### config.mk
export PLATFORM = sky130hd
export DESIGN_NAME = region_guard
export DESIGN_NICKNAME = d
export VERILOG_FILES = /design/src/rtl/region_guard_pkg.sv /design/src/rtl/rg_cfg_regs.sv /design/src/rtl/rg_range_match.sv /design/src/rtl/rg_resolve.sv /design/src/rtl/region_guard.sv
export SDC_FILE = /design/constraint.sdc
export NUM_CORES = 1
export LEC_CHECK = 0
export BUFFER_PORTS_ARGS = -buffer_cell sky130_fd_sc_hd__buf_2
export CORE_AREA = 2 2 181 94
export CTS_CLUSTER_DIAMETER = 30
export DETAILED_ROUTE_END_ITERATION = 6
export DIE_AREA = 0 0 183 96
export PLACE_DENSITY = 0.76
export SETUP_SLACK_MARGIN = 0.02
export SYNTH_ARGS = -nofsm -noshare
export SYNTH_HDL_FRONTEND = slang
export SYNTH_HIERARCHICAL = 1
export SYNTH_SLANG_ARGS = --single-unit
### constraint.sdc
create_clock -name clk -period 3.45 [get_ports clk]
set_clock_uncertainty 0.1 [all_clocks]
set_input_delay 0.69 -clock clk [delete_from_list [all_inputs] [get_ports clk]]
set_output_delay 0.69 -clock clk [all_outputs]
set_load 0.1 [all_outputs]
### src/rtl/region_guard_pkg.sv
package region_guard_pkg;

   // Register kind selected by a configuration write
   typedef enum logic {
      REG_RANGE  = 1'b0,
      REG_POLICY = 1'b1
   } reg_kind_e;

   // Width of a policy word and positions of its permission bits
   localparam int POL_W        = 4;
   localparam int POL_USR_RD   = 0;
   localparam int POL_USR_WR   = 1;
   localparam int POL_PRV_RD   = 2;
   localparam int POL_PRV_WR   = 3;

   // Select the permission bit for a requester level and direction
   function automatic logic [1:0] perm_index(input logic priv, input logic is_write);
      return {priv, is_write};
   endfunction

endpackage

### src/rtl/rg_cfg_regs.sv
module rg_cfg_regs
   import region_guard_pkg::*;
#(
   parameter int NUM_REGIONS  = 3,
   parameter int PRIV_REGIONS = 2,
   parameter int ADDR_W       = 16,
   parameter int DATA_W       = 32,
   parameter int SEL_W        = 2
) (
   input  logic                                clk,
   input  logic                                rst_n,
   input  logic                                wr_en,
   input  logic [SEL_W-1:0]                    wr_sel,
   input  logic                                wr_kind,
   input  logic [DATA_W-1:0]                   wr_data,
   input  logic                                wr_priv,
   output logic [NUM_REGIONS-1:0][ADDR_W-1:0]  base_o,
   output logic [NUM_REGIONS-1:0][ADDR_W-1:0]  size_o,
   output logic [NUM_REGIONS-1:0][POL_W-1:0]   pol_o,
   output logic                                err_o
);

   localparam logic [SEL_W-1:0] LAST_SEL   = SEL_W'(NUM_REGIONS - 1);
   localparam logic [SEL_W-1:0] LOCKED_END = SEL_W'(PRIV_REGIONS);

   logic sel_valid;
   logic sel_locked;
   logic reject;

   assign sel_valid  = (wr_sel <= LAST_SEL);
   assign sel_locked = (wr_sel < LOCKED_END);
   assign reject     = wr_en && (!sel_valid || (sel_locked && !wr_priv));

   always_ff @(posedge clk) begin
      if (!rst_n) err_o <= 1'b0;
      else        err_o <= reject;
   end

   for (genvar g = 0; g < NUM_REGIONS; g++) begin : g_region
      localparam bit NEEDS_PRIV = (g < PRIV_REGIONS);
      logic take;

      if (NEEDS_PRIV) begin : g_locked
         assign take = wr_en && (wr_sel == SEL_W'(g)) && wr_priv;
      end else begin : g_open
         assign take = wr_en && (wr_sel == SEL_W'(g));
      end

      always_ff @(posedge clk) begin
         if (!rst_n) begin
            base_o[g] <= '0;
            size_o[g] <= '0;
            pol_o[g]  <= '0;
         end else if (take) begin
            if (wr_kind == REG_RANGE) begin
               base_o[g] <= wr_data[ADDR_W-1:0];
               size_o[g] <= wr_data[2*ADDR_W-1:ADDR_W];
            end else begin
               pol_o[g]  <= wr_data[POL_W-1:0];
            end
         end
      end
   end

endmodule

### src/rtl/rg_range_match.sv
module rg_range_match #(
   parameter int ADDR_W = 16
) (
   input  logic [ADDR_W-1:0] base,
   input  logic [ADDR_W-1:0] size,
   input  logic [ADDR_W-1:0] addr,
   output logic              hit
);

   logic [ADDR_W:0] limit;
   logic            above_base;
   logic            below_limit;

   assign limit       = {1'b0, base} + {1'b0, size};
   assign above_base  = (addr >= base);
   assign below_limit = ({1'b0, addr} < limit);
   assign hit         = (size != '0) && above_base && below_limit;

endmodule

### src/rtl/rg_resolve.sv
module rg_resolve #(
   parameter int NUM_REGIONS = 3,
   parameter bit HAS_STRICT  = 1'b1
) (
   input  logic [NUM_REGIONS-1:0] hit,
   input  logic [NUM_REGIONS-1:0] allow,
   input  logic                   strict,
   input  logic                   priv,
   output logic                   grant
);

   logic any_hit;
   logic prio_grant;

   assign any_hit = |hit;

   // Walk from the highest index down so the lowest matching index wins
   always_comb begin
      prio_grant = priv;
      for (int i = NUM_REGIONS - 1; i >= 0; i--) begin
         if (hit[i]) prio_grant = allow[i];
      end
   end

   if (HAS_STRICT) begin : g_strict
      logic all_agree;
      always_comb begin
         all_agree = 1'b1;
         for (int i = 0; i < NUM_REGIONS; i++) begin
            if (hit[i] && !allow[i]) all_agree = 1'b0;
         end
      end
      assign grant = strict ? (any_hit ? all_agree : priv) : prio_grant;
   end else begin : g_prio_only
      logic unused_strict;
      assign unused_strict = strict;
      assign grant = prio_grant;
   end

endmodule

### src/rtl/region_guard.sv
module region_guard
   import region_guard_pkg::*;
#(
   parameter int NUM_REGIONS  = 3,
   parameter int PRIV_REGIONS = 2,
   parameter int ADDR_W       = 16,
   parameter int DATA_W       = 32,
   parameter bit HAS_STRICT   = 1'b1,
   localparam int SEL_W       = (NUM_REGIONS > 1) ? $clog2(NUM_REGIONS + 1) : 1
) (
   input  logic              clk,
   input  logic              rst_n,
   input  logic              cfg_we,
   input  logic [SEL_W-1:0]  cfg_sel,
   input  logic              cfg_kind,
   input  logic [DATA_W-1:0] cfg_wdata,
   input  logic              cfg_priv,
   output logic              cfg_err,
   input  logic              req_valid,
   input  logic [ADDR_W-1:0] req_addr,
   input  logic              req_write,
   input  logic              req_priv,
   input  logic              strict_mode,
   output logic              rsp_valid,
   output logic              rsp_grant
);

   if (DATA_W < 2 * ADDR_W) begin : g_bad_data_w
      $error("region_guard: DATA_W must hold base and size");
   end
   if (PRIV_REGIONS > NUM_REGIONS) begin : g_bad_priv
      $error("region_guard: PRIV_REGIONS exceeds NUM_REGIONS");
   end
   if (NUM_REGIONS < 1) begin : g_bad_num
      $error("region_guard: need at least one region");
   end

   logic [NUM_REGIONS-1:0][ADDR_W-1:0] base_q;
   logic [NUM_REGIONS-1:0][ADDR_W-1:0] size_q;
   logic [NUM_REGIONS-1:0][POL_W-1:0]  pol_q;
   logic [NUM_REGIONS-1:0]             hit_vec;
   logic [NUM_REGIONS-1:0]             allow_vec;
   logic [1:0]                         perm_sel;
   logic                               decide;

   rg_cfg_regs #(
      .NUM_REGIONS (NUM_REGIONS),
      .PRIV_REGIONS(PRIV_REGIONS),
      .ADDR_W      (ADDR_W),
      .DATA_W      (DATA_W),
      .SEL_W       (SEL_W)
   ) u_regs (
      .clk    (clk),
      .rst_n  (rst_n),
      .wr_en  (cfg_we),
      .wr_sel (cfg_sel),
      .wr_kind(cfg_kind),
      .wr_data(cfg_wdata),
      .wr_priv(cfg_priv),
      .base_o (base_q),
      .size_o (size_q),
      .pol_o  (pol_q),
      .err_o  (cfg_err)
   );

   assign perm_sel = perm_index(req_priv, req_write);

   for (genvar g = 0; g < NUM_REGIONS; g++) begin : g_match
      rg_range_match #(.ADDR_W(ADDR_W)) u_match (
         .base(base_q[g]),
         .size(size_q[g]),
         .addr(req_addr),
         .hit (hit_vec[g])
      );
      assign allow_vec[g] = pol_q[g][perm_sel];
   end

   rg_resolve #(
      .NUM_REGIONS(NUM_REGIONS),
      .HAS_STRICT (HAS_STRICT)
   ) u_resolve (
      .hit   (hit_vec),
      .allow (allow_vec),
      .strict(strict_mode),
      .priv  (req_priv),
      .grant (decide)
   );

   always_ff @(posedge clk) begin
      if (!rst_n) begin
         rsp_valid <= 1'b0;
         rsp_grant <= 1'b0;
      end else begin
         rsp_valid <= req_valid;
         rsp_grant <= req_valid && decide;
      end
   end

endmodule

==> run_results.csv, run 1 <==
group,metric,value,unit
status,status,"complete, but fails checks",
status,failed_checks,"setup timing",
setup_path,setup_crit_path_kind,"flip-flop to flip-flop",
grt,global_route_track_usage_on_met3,11.7,%
synthesis,synthesis.area_per_instance,8.64,sq um
run,drv_cap,0,
grt,globalRoute.totalOverflow,0,
floorplan,die_height,96,um
detailed_routing,drt_iter0_drc,761,
setup_path,worst-r2r-setup-slack,-410,ps
cts,postCtsHoldBufs,0,
power,intPower,0.00205,W
floorplan,initial_utilization,54.1,%
cts,clockBufferDepth,2,
power,power.share.switching,31.1,%
timing,min_period,3860,ps
cells_and_area,final_net_count,1410,
synthesis,edff_count_synth,0,
grt,global_route.usage.met2,46.5,%
detailed_routing,avgRoutedWirePerCell,19.9,um
grt,antenna_found_initial,0,
power,clock_group_share_of_total_power,36.7,%
synthesis,yosysWarningCount,6,
detailed_routing,vias_per_cell,5.91,
floorplan,boundaryPins,62,
grt,pin_count_of_the_biggest_net_entering_global_routing,96,
synthesis,synth-main-ff-cell,"dfxtp_1",
setup_path,critPathCaptureType,"flip-flop",
timing,setup-violations-final,1,
cells_and_area,synthToLayoutAreaGrowth,24.3,%
cells_and_area,layout_common_cells,"buf_4 (163), ha_1 (138), nand2_1 (126)",
power,total_leakage_power,5.01,nW
detailed_routing,drc,0,
setup_path,critical-path-max-stage-delay,360,ps
grt,grt.total_usage,33.1,%
detailed_routing,antenna_left,0,
grt,global_route.peak_usage_layer,"met1",
power,power_frac_seq,44.4,%
cts,cts_root_buffer,"clkbuf_16",
timing,timing.fmax,259,MHz
cts,tritoncts,"yes",
synthesis,post_synth_top_area_share,25.6,%
place,place.gp.congestion,0.940,
cells_and_area,final_common_cell,"buf_4",
cts,clk-insertion-delay-late,380,ps
detailed_routing,via_count,8404,
timing,report.final.hold_viol_count,0,
synthesis,mappedNetlistNets,1206,
power,power-per-cell-area,276,nW/um^2
setup_path,crit_chain,"ha_4 -> fa_2 -> a211o_1 -> o211ai_2 -> a211o_1 -> nand2_1 -> xnor2_1 -> ha_1 -> a2111oi_4 -> o21ai_1 -> o21ai_1 -> a21oi_1 -> a311oi_2 -> mux2i_1 -> a221oi_2 -> and3_1",
cells_and_area,drive_gt1_share,24.3,%
setup_path,cp_slowest_cell,"fa_2",
timing,finalCritPeriodShare,112,%
power,p_comb_share,19.0,%
synthesis,async_reset_ff_share,0,%
grt,grt_pass1_wl,43.5,mm
cells_and_area,antenna_cells,0,
synthesis,seq_area_frac_synth,25.6,%
synthesis,syn-cell-area,8670,sq um
cts,cts_htree_levels,3,
power,netSwitchingPower,0.000925,W
timing,fin_ws,-408,ps
worst_hold_path,worstHoldPathType,"flip-flop to flip-flop",
synthesis,synth.top_cells.by_area,"dfxtp_1 (26%), ha_1 (20%), mux2i_1 (8.5%), nand2_1 (5.5%), o21ai_0 (4.3%)",
synthesis,postSynthRegisterBits,111,
cts,clkSinkCount,111,
setup_path,buffers_inverters_on_critical_path,0,
place,detailed_place.area,10300,sq um
timing,finalMaxSlewViolations,0,
floorplan,row_count,33,
detailed_routing,routed_wirelength,28.3,mm
detailed_routing,detail_route.first_pass.iterations,5,
grt,grt_util_met1,48.0,%
timing,worst_hold_slack,365,ps
synthesis,synth.largest_area_cell,"dfxtp_1",
synthesis,synth_cell_types,67,
place,hpwlAfterDp,22.6,mm
setup_path,timing.critical_path.required,3680,ps
setup_path,crit_arrival,4080,ps
timing,worst_pin_slew,773,ps
floorplan,floorplan.die_area,17600,sq um
setup_path,cpLargestDelayFamily,"compound AO/OA/AOI/OAI gates",
floorplan,die_w,183,um
place,port-buffer-count,61,
floorplan,core_area,16000,sq um
setup_path,crit_path_start_kind,"flip-flop",
setup_path,critical_path.max_fanout,2,
timing,rsz0062_at_grt,"true",
power,peakVddDrop,0.000233,V
cts,tritoncts.num_buffers,9,
synthesis,postSynthCellCount,1003,
cells_and_area,post-route-cell-area,10800,sq um
timing,worst_case_headroom_to_the_max_slew_limit,48.0,%
cts,worst_setup_hold_path_clk_slew,90,ps
grt,vias_in_the_first_global_route,8020,
-- metrics by stage --
step                setup TNS [ps]  worst slack [ps]  instances  util [%]  total power (W)
detailed placement            -648              -648       1403      64.6          0.00188
global route                  -618              -618       1422      67.3          0.00308
finish                        -408              -408       1422      67.3          0.00297
floorplan                    -16.0             -16.0       1003         -          0.00165
CTS                           -418              -418       1421      67.0          0.00297
global placement              -434              -434       1403      64.6          0.00186
-- power groups by stage --
stage	combinational (W)	sequential, W	clock, W
2_1_floorplan	0.000286	0.00136	0
3_5_place_dp	0.000531	0.00135	0
5_1_grt	0.000615	0.00132	0.00115
4_1_cts	0.000545	0.00132	0.00110
3_3_place_gp	0.000516	0.00135	0
6_report	0.000564	0.00132	0.00109
-- worst register-to-register path: cells and delay by family (launching register included) --
family	cells	cell delay, ps
AOI/OAI and AO/OA	9	1960
adders and majority gates	3	850
DFF	1	340
and+or+nand+nor	2	270
xor gates and xnor gates	1	140
muxes	1	140
-- final timing paths --
kind / from / to / cells after the start
setup reg to reg: u_regs/size_o[32] / rsp_grant / 16
hold / removal: u_regs/pol_o[1] / u_regs/pol_o[1] / 2
setup / recovery: u_regs/size_o[32] / rsp_grant / 16
hold reg to reg: u_regs/pol_o[1] / u_regs/pol_o[1] / 2
-- logic make-up after synthesis --
kind of cell	share of synthesized area [%]
AND/OR/NAND/NOR	16.0
AO/OA/AOI/OAI	19.3
adder cells (fa/ha/maj)	21.0
flip-flops	25.6
buffers and inverters	4.89
multiplexers	9.45
XOR/XNOR	3.74
-- state kept, by name, summed over array words and instances, names as in the netlist --
name           count
u_regs/base_o     48
u_regs/size_o     48
u_regs/pol_o      12
rsp_grant          1
rsp_valid          1
u_regs/err_o       1
-- area by class of cell --
cell class	instances	area, sq um
Clock buffer	9	225
Sequential cell	111	2230
Inverter	65	244
Fill cell	1323	5240
Tap cell	210	263
Timing Repair Buffer	224	1540
Multi-Input combinational cell	796	6190
Clock inverter	7	85.1
-- synth_stat cells (7+ instances only) --
library cell / n
a211o_1: 10
inv_1: 65
ha_1: 141
nand2_1: 126
clkbuf_1: 22
a2111oi_0: 9
xnor2_1: 16
nor3_1: 11
o21ai_1: 9
xor2_1: 21
a21oi_1: 52
nor2b_1: 7
nor2_1: 28
dfxtp_1: 111
a21o_1: 21
a31oi_1: 8
nand2b_1: 11
a211oi_1: 8
mux2i_1: 74
nand3_1: 51
o21a_1: 15
o21ai_0: 75
nor4_1: 19
-- metal layers --
metal	part of all wire [%]	vias to the layer above	routed length (um)
met3	12	46	3280
met2	38	337	10800
met4	1.7	0	478
li1	-	4083	-
met1	48	3938	13700
met5	0	-	0
-- timing repair --
item	in CTS	in global routing
endpoints found under the setup margin	1	1
resized for setup	20	5
pin swaps	17	8
setup buffers	2	1
Power figures use the tool's default switching activity.
==> run 2: changes to the inputs <==
Clock period 3.45 ns to 3.1 ns, I/O delays scaled along.
==> run 2 against run 1 <==
Effect of this change: the run still ends with setup timing left; global-route usage rose by 0.28 points; routed wire length is 2.8% higher; combinational power up 19%; clock power increased by 9%; non-clock buffer count rose by 47; critical path type unchanged.
==> run_results.csv, run 2 (synthesis results as in run 1) <==
group,metric,value,unit
place,detailed_place.area,10700,sq um
status,status,"complete, but fails checks",
cells_and_area,seq_area,2230,sq um
power,peakVddDrop,0.000283,V
setup_path,critical_path.max_fanout,3,
setup_path,crit_arrival,4170,ps
timing,worst_pin_slew,962,ps
cells_and_area,antenna_cells,0,
cells_and_area,largest_registers,"u_regs/base_o x48, u_regs/size_o x48, u_regs/pol_o x12",
timing,report.final.hold_viol_count,0,
detailed_routing,drt_iter0_drc,977,
cts,cts_root_buffer,"clkbuf_16",
cts,tritoncts,"yes",
worst_hold_path,min_delay_worst_endpoint,"u_regs/pol_o[6]",
power,power-per-cell-area,297,nW/um^2
setup_path,critPathCaptureType,"flip-flop",
grt,vias_in_the_first_global_route,8002,
detailed_routing,vias_per_cell,5.91,
timing,finalMaxSlewViolations,0,
cts,cts_htree_levels,3,
timing,timing.fmax,250,MHz
cts,clk-insertion-delay-late,370,ps
cells_and_area,post-route-cell-area,11200,sq um
timing,fin_ws,-897,ps
setup_path,launch_point_of_the_worst_reg_to_reg_path,"u_regs/base_o[32]",
cts,postCtsHoldBufs,0,
setup_path,timing.critical_path.required,3270,ps
power,power.share.switching,31.1,%
grt,grt_pass1_wl,44.0,mm
floorplan,row_count,33,
cells_and_area,layout_common_cells,"buf_4 (209), ha_1 (137), nand2_1 (126)",
cts,tritoncts.num_buffers,9,
place,place_worst_setup_slack,-900,ps
cells_and_area,final_net_count,1457,
detailed_routing,routed_wirelength,29.0,mm
setup_path,worst-r2r-setup-slack,-900,ps
cts,worst_setup_hold_path_clk_slew,80,ps
setup_path,regToRegEndpoint,"rsp_grant",
floorplan,initial_utilization,54.1,%
power,total_leakage_power,5.25,nW
cells_and_area,final_common_cell,"buf_4",
power,intPower,0.00229,W
cts,clockBufferDepth,2,
grt,globalRoute.totalOverflow,0,
timing,rsz0062_at_grt,"true",
timing,min_period,4000,ps
place,place.gp.congestion,0.932,
grt,pin_count_of_the_biggest_net_entering_global_routing,68,
cells_and_area,multi_input_comb_area,6270,sq um
status,failed_checks,"setup timing",
cells_and_area,synthToLayoutAreaGrowth,29.1,%
setup_path,crit_path_start_kind,"flip-flop",
detailed_routing,detail_route.first_pass.iterations,5,
power,power_frac_seq,44.1,%
detailed_routing,drc,0,
place,hpwlAfterDp,23.2,mm
detailed_routing,antenna_left,0,
floorplan,core_area,16000,sq um
timing,worst_case_headroom_to_the_max_slew_limit,35.2,%
worst_hold_path,min_from,"u_regs/pol_o[6]",
power,netSwitchingPower,0.00103,W
grt,grt.total_usage,33.4,%
timing,finalCritPeriodShare,129,%
floorplan,die_height,96,um
worst_hold_path,worstHoldPathType,"flip-flop to flip-flop",
setup_path,worst_r2r_path_depth,19,
run,drv_cap,0,
timing,finalSetupTns,-897,ps
power,clock_group_share_of_total_power,35.8,%
power,p_comb_share,20.1,%
cts,clkSinkCount,111,
floorplan,boundaryPins,62,
cells_and_area,drive_gt1_share,27.3,%
detailed_routing,avgRoutedWirePerCell,19.8,um
floorplan,die_w,183,um
cells_and_area,final.fill_count,1279,
floorplan,floorplan.die_area,17600,sq um
grt,antenna_found_initial,1,
worst_hold_path,timing.hold.worst_path_depth,2,
setup_path,setup_crit_path_kind,"flip-flop to flip-flop",
timing,setup-violations-final,1,
place,port-buffer-count,61,
cells_and_area,final_core_util,69.8,%
detailed_routing,via_count,8687,
## run 2: changes by cell type in the layout (fill, tap and decap cells not counted), moves of 2 or more
cell / before / now
buf_4: 163 / 209
o21ai_2: 1 / 4
o21ai_1: 16 / 13
inv_8: 1 / 3
clkinv_8: 3 / 0
clkinv_2: 0 / 2
ha_4: 2 / 4
## run 2: worst max-delay path, cell delays in order, from the launching register on
cell      delay [ps]
dfxtp_2          340
ha_4             170
fa_2             370
a211o_1          310
o211ai_2          90
buf_4            140
buf_4            100
nand2b_1          50
a21oi_1          180
xor2_1           180
ha_1             260
and3_1           190
o21ai_0           70
o21ai_0          170
o21ai_2          250
a21oi_2          110
a311oi_4         310
mux2i_1          280
a221oi_2          70
and3_1           170
## run 2: worst max path at each step
stage                 to         startpoint  slack, ps  cells past startpoint
2_1_floorplan  rsp_grant  u_regs/size_o[32]       -370                     15
3_3_place_gp   rsp_grant  u_regs/base_o[38]       -700                     16
3_5_place_dp   rsp_grant  u_regs/size_o[32]       -900                     16
4_1_cts        rsp_grant  u_regs/size_o[32]       -770                     16
5_1_grt        rsp_grant  u_regs/base_o[32]       -960                     19
6_report       rsp_grant  u_regs/base_o[32]       -900                     19
## run 2: stage by stage
step / power (W) / hold WS, ps / instances
floorplan: 0.00183 / 330 / 1003
global placement: 0.00209 / 340 / 1449
detailed placement: 0.00212 / 350 / 1449
CTS: 0.00329 / 365 / 1466
global route: 0.00343 / 389 / 1469
finish: 0.00333 / 366 / 1469
## run 2: layout make-up
| cell class | instances | share of cell area [%] |
|---|---|---|
| Multi-Input combinational cell | 796 | 56.0 |
| Sequential cell | 111 | 19.9 |
| Timing Repair Buffer | 271 | 17.0 |
| Tap cell | 210 | 2.35 |
| Inverter | 65 | 2.18 |
| Clock buffer | 9 | 2.01 |
| Clock inverter | 7 | 0.548 |
## run 2: metal layers
layer	vias to the layer above	track usage (%)	part of all wire, %
li1	4191	-	-
met1	4088	49.8	48
met2	369	48.5	39
met3	37	8.32	11
met4	2	6.47	1.2
met5	-	0	0.045
## run 2: what timing repair did
action	in CTS	in global routing
setup endpoints to repair	1	1
pin swaps	15	21
buffers inserted	1	4
endpoints found under the hold margin	0	0
gates resized for setup	11	22
cloned	0	0
## run 2: power by group through the flow
stage	clock network, W	logic [W]	registers, W
after global placement	0	0.000595	0.00150
final	0.00119	0.000669	0.00147
after global routing	0.00124	0.000721	0.00147
after detailed placement	0	0.000615	0.00150
after floorplan	0	0.000318	0.00151
after CTS	0.00120	0.000630	0.00147
